[src/rtl/stepper_phase_decoder.sv]
module stepper_phase_decoder #(
  parameter bit SEQ_B     = 1'b0,
  parameter int TRACK_MAX = 76
) (
  input  logic              clk,
  input  logic              rst_n,
  input  logic              motor_n,
  input  logic [1:0]        phase,
  output logic              step,
  output logic              dir,
  output logic signed [7:0] track
);

  localparam logic signed [7:0] TMAX = 8'(TRACK_MAX);

  logic [1:0] prev_q;

  // position of a phase code within the selected four-step cycle
  function automatic logic [1:0] pos_of(input logic [1:0] p);
    return SEQ_B ? {p[1], p[1] ^ p[0]} : p;
  endfunction

  wire [1:0] delta   = pos_of(phase) - pos_of(prev_q);
  wire       changed = !motor_n && (phase != prev_q);
  wire       go_in   = changed && (delta == 2'd1);
  wire       go_out  = changed && (delta == 2'd3);

  always_ff @(posedge clk) begin
    if (!rst_n) begin
      prev_q <= 2'd0;
      step   <= 1'b0;
      dir    <= 1'b0;
      track  <= 8'sd0;
    end else begin
      step <= go_in | go_out;
      if (changed)
        prev_q <= phase;
      if (go_in | go_out)
        dir <= go_out;
      if (go_in && track < TMAX)
        track <= track + 8'sd1;
      else if (go_out && track > 8'sd0)
        track <= track - 8'sd1;
    end
  end

endmodule

[config.mk]
export PLATFORM = sky130hd
export DESIGN_NAME = stepper_phase_decoder
export DESIGN_NICKNAME = d
export VERILOG_FILES = /design/src/rtl/stepper_phase_decoder.sv
export SDC_FILE = /design/constraint.sdc
export NUM_CORES = 1
export LEC_CHECK = 0
export BUFFER_PORTS_ARGS = -buffer_cell sky130_fd_sc_hd__buf_2
export CORE_ASPECT_RATIO = 0.9
export CORE_MARGIN = 2
export CORE_UTILIZATION = 47
export CTS_CLUSTER_SIZE = 40
export DETAILED_ROUTE_END_ITERATION = 6
export MAX_ROUTING_LAYER = met4
export PLACE_DENSITY = 0.68
export SLEW_MARGIN = 20
export SYNTH_ARGS = -nofsm -noshare
export SYNTH_HDL_FRONTEND = slang
export SYNTH_SLANG_ARGS = --single-unit
[constraint.sdc]
create_clock -name clk -period 2.5 [get_ports clk]
set_input_delay 0.375 -clock clk [delete_from_list [all_inputs] [get_ports clk]]
set_output_delay 0.375 -clock clk [all_outputs]
set_load 0.05 [all_outputs]
==> metrics.md <==
| Metric | Value |
|---|---|
| Status | finished, final reports clean |
| Place WS | -0.06839 ns |
| Most frequent cell after synthesis | dfxtp_1 |
| Final hold viol count | 0 |
| Effective utilization at floorplan | 0.5184 |
| Syn Inst Count | 84 |
| Synth Register Bits | 12 |
| CP max stage delay | about 0.32 ns |
| Synth area leader | dfxtp_1 |
| Routability cong. | 0.8435 |
| Final ANT Viol Nets | 0 |
| Synth cell count leaders | 12 x dfxtp_1, 9 x a21oi_1, 8 x nor2_1 |
| Crit-path cells | ha_1, nor2_1, o311ai_4, buf_4, ha_1, a21o_1, nand4_1, a21oi_1, nor4_1, nor3_1 |
| Placed Cells | 127 |
| Die width | 46.83 um |
| Setup crit end kind | flop |
| Bufs on Longest Clock Path | 2 |
| Top Metal Used | met4 |
| Area growth, synth to finish | 25.65% |
| H-tree Lvls | 1 |
| Post-route worst setup slack | 0.1403 ns |
| DRT iter0 DRCs | 4 |
| RR Startpoint | prev_q[0] |
| P per Cell Area | 1045 nW/um2 |
| Mapped Nets | 97 |
| Yosys top cell area share | 0.3097 |
| Crit share post-route | 0.9439 |
| Final setup fails | 0 |
| Cell repeated most along the worst path | ha_1 |
| Least-Margin Pin Slew | just under 0.5 ns |
| Area contributors post-synth | dfxtp_1 31%, ha_1 11%, mux2i_1 7.7%, a21oi_1 5.8%, a21o_1 3.9% |
| Pleak | 0.4887 nW |
| Fin cells | 130 |
| FF/Latch Area | 246.5 um2 |
| Hold Path Class | primary input to flop |
| CP startpoint kind | flop |
| Core region area | 1496 um2 |
| EDFF count, synth | 0 |
| Post-CTS Hold Fix Bufs | 0 |
| Tot Pwr | 1.018 mW |
| Post-DP HPWL | 1.194 mm |
| GR Overflow Total | 0 |
| Via density | 5.415 |
| Worst path slowest cell | dfxtp_1 |
| DRT Wirelength | 1.588 mm |
| Clk_skew | ~0.0054 ns |
| Die height | between 40 and 50 um |
| Critical path class | flop to flop |
| DIE AREA | 1992 um2 |
| Multi-input logic area | 529.3 um2 |
| DRT met1 WL | 812 um |
| Routed wl met2 | 689 um |
| Layout Nets | 123 |
| Num rows | 13 |
| Fin Hold WS | 0.3520 ns |
| Hold Crit Start | phase[0] |
| Peak supply drop | 0.0006811 V |
| Met3 wire len | just over 70 um |
| Vias post-DR | 704 |
| # Max-Cap Violations | 0 |
| Post-layout minimum cycle time | about 2.4 ns |
| CTS tree | done |
| Crit-path max FO | 5 |
| Setup bufs post-CTS | 0 |
| Worst-Skew Late Latency | 0.27 ns |
| Max_slew headroom | 0.6763 |
| First drt pass iteration count | 4 |
| End-of-flow core utilization | 0.6513 |
| Top_reg_cell synth | dfxtp_1 |
| Initial antenna violation count | 0 |
| Fill count | 140 |
| Largest net degree at the start of global routing | 13 |
| PortBufs | 14 |
| Achievable Freq | between 400 and 500 MHz |
| ANT cells | 0 |
| Synth warnings | 0 |
| Layout cells sized above 1 | 0.3241 |
| CTS Buf Count | 3 |
| Share of the yosys chip area belonging to registers | 0.3097 |
| I/O pins | 15 |
| Fraction of registers with async set/reset | 0 |
| Mapped cell area | 775.7 um2 |
| Wire length per cell | 12.22 um |
| Residual DRC | 0 |
| Vias in the first global route | approximately 660 |
| Slew Limit Fails | 0 |
| Worst path required time | 2.65 ns |
| Mean Syn Cell Area | ~9.2 um2 |
| CTS sink cnt | 12 |
| Gr usage total | 0.1984 |
| Synth cell types | 29 |
| Clock slew at reported path FFs | 0.07 ns |
| Crit path launch | prev_q[0] |
| CTS root buffer | clkbuf_4 |
| First-pass GRT wire length | 2.760 mm |
| Critical path arrival | between 2 and 3 ns |
-- area by class of cell --
class / count / area share
Inverter: 3 / 0.01155
Multi-Input combinational cell: 67 / 0.5430
Tap cell: 22 / 0.02824
Sequential cell: 12 / 0.2529
Clock buffer: 3 / 0.02311
Timing Repair Buffer: 23 / 0.1412
-- cells by family (layout without fill, tap and decap cells) --
| family | after synthesis | in the layout | synth area share |
|---|---|---|---|
| AOI/OAI and AO/OA | 23 | 23 | 0.1919 |
| and+or+nand+nor | 23 | 23 | 0.1500 |
| DFF | 12 | 12 | 0.3097 |
| adders and majority gates | 8 | 8 | 0.1387 |
| xor gates and xnor gates | 7 | 7 | 0.09840 |
| muxes | 6 | 6 | 0.07742 |
| buffers and inverters | 5 | 29 | 0.03386 |
-- final timing paths --
check	to	slack, ns	cells past startpoint
setup / recovery	track[7]	0.14	10
hold / removal	prev_q[0]	0.35	3
setup reg to reg	track[7]	0.14	10
hold reg to reg	dir	0.48	2
-- worst max-delay path: cells and delay by family (launching register included) --
kind / cells / cell delay, ns
adder cells (fa/ha/maj): 2 / 0.54
AND/OR/NAND/NOR: 4 / 0.72
buffers and inverters: 1 / 0.17
AO/OA/AOI/OAI: 3 / 0.49
flip-flops: 1 / 0.32
-- power by group --
group / leakage, nW / total, mW / internal [mW] / switching, mW
Combinational: 0.374 / 0.614 / 0.259 / 0.354
Clock: 0.0138 / 0.118 / 0.0558 / 0.0624
Sequential: 0.101 / 0.286 / 0.235 / 0.0510
-- sequential cells by signal (all words and copies together), names as in the netlist --
signal,cells
dir,1
prev_q,2
track,8
step,1
-- layer usage --
metal	vias to the layer above	global-route usage
li1	364	-
met1	321	0.2565
met2	17	0.2877
met3	2	0.07759
met4	0	0.05000
met5	-	-
-- what timing repair did --
item                       CTS  global route
setup endpoints to repair    0             2
resized for setup            0             2
hold endpoints to repair     0             0
-- stage by stage --
stage,instance area (um2),setup TNS [ns]
after global routing,974.7,-0.02296
after global placement,939.7,-0.05581
after floorplan,789.5,0
after detailed placement,939.7,-0.1342
after CTS,962.2,0
final,974.7,0
-- cell usage in the layout (no fill, tap or decap), drive strengths merged --
master / netlist / routed
fa: 1 / 1
o21ai: 2 / 2
nand2: 2 / 2
dfxtp: 12 / 12
ha: 7 / 7
nand4: 1 / 1
nor3: 2 / 2
a2bb2oi: 1 / 1
clkbuf: 1 / 3
inv: 3 / 3
and3: 1 / 1
xor2: 3 / 3
a211oi: 2 / 2
mux2i: 6 / 6
xnor3: 1 / 1
nor2: 8 / 8
nand3: 2 / 2
o31a: 1 / 1
or3: 1 / 1
o21bai: 2 / 2
a21oi: 9 / 9
xnor2: 3 / 3
or4: 1 / 1
buf: 1 / 23
nor4: 3 / 3
o311ai: 1 / 1
o31ai: 1 / 1
a21o: 4 / 4
nand2b: 2 / 2
Power figures use the tool's default switching activity.
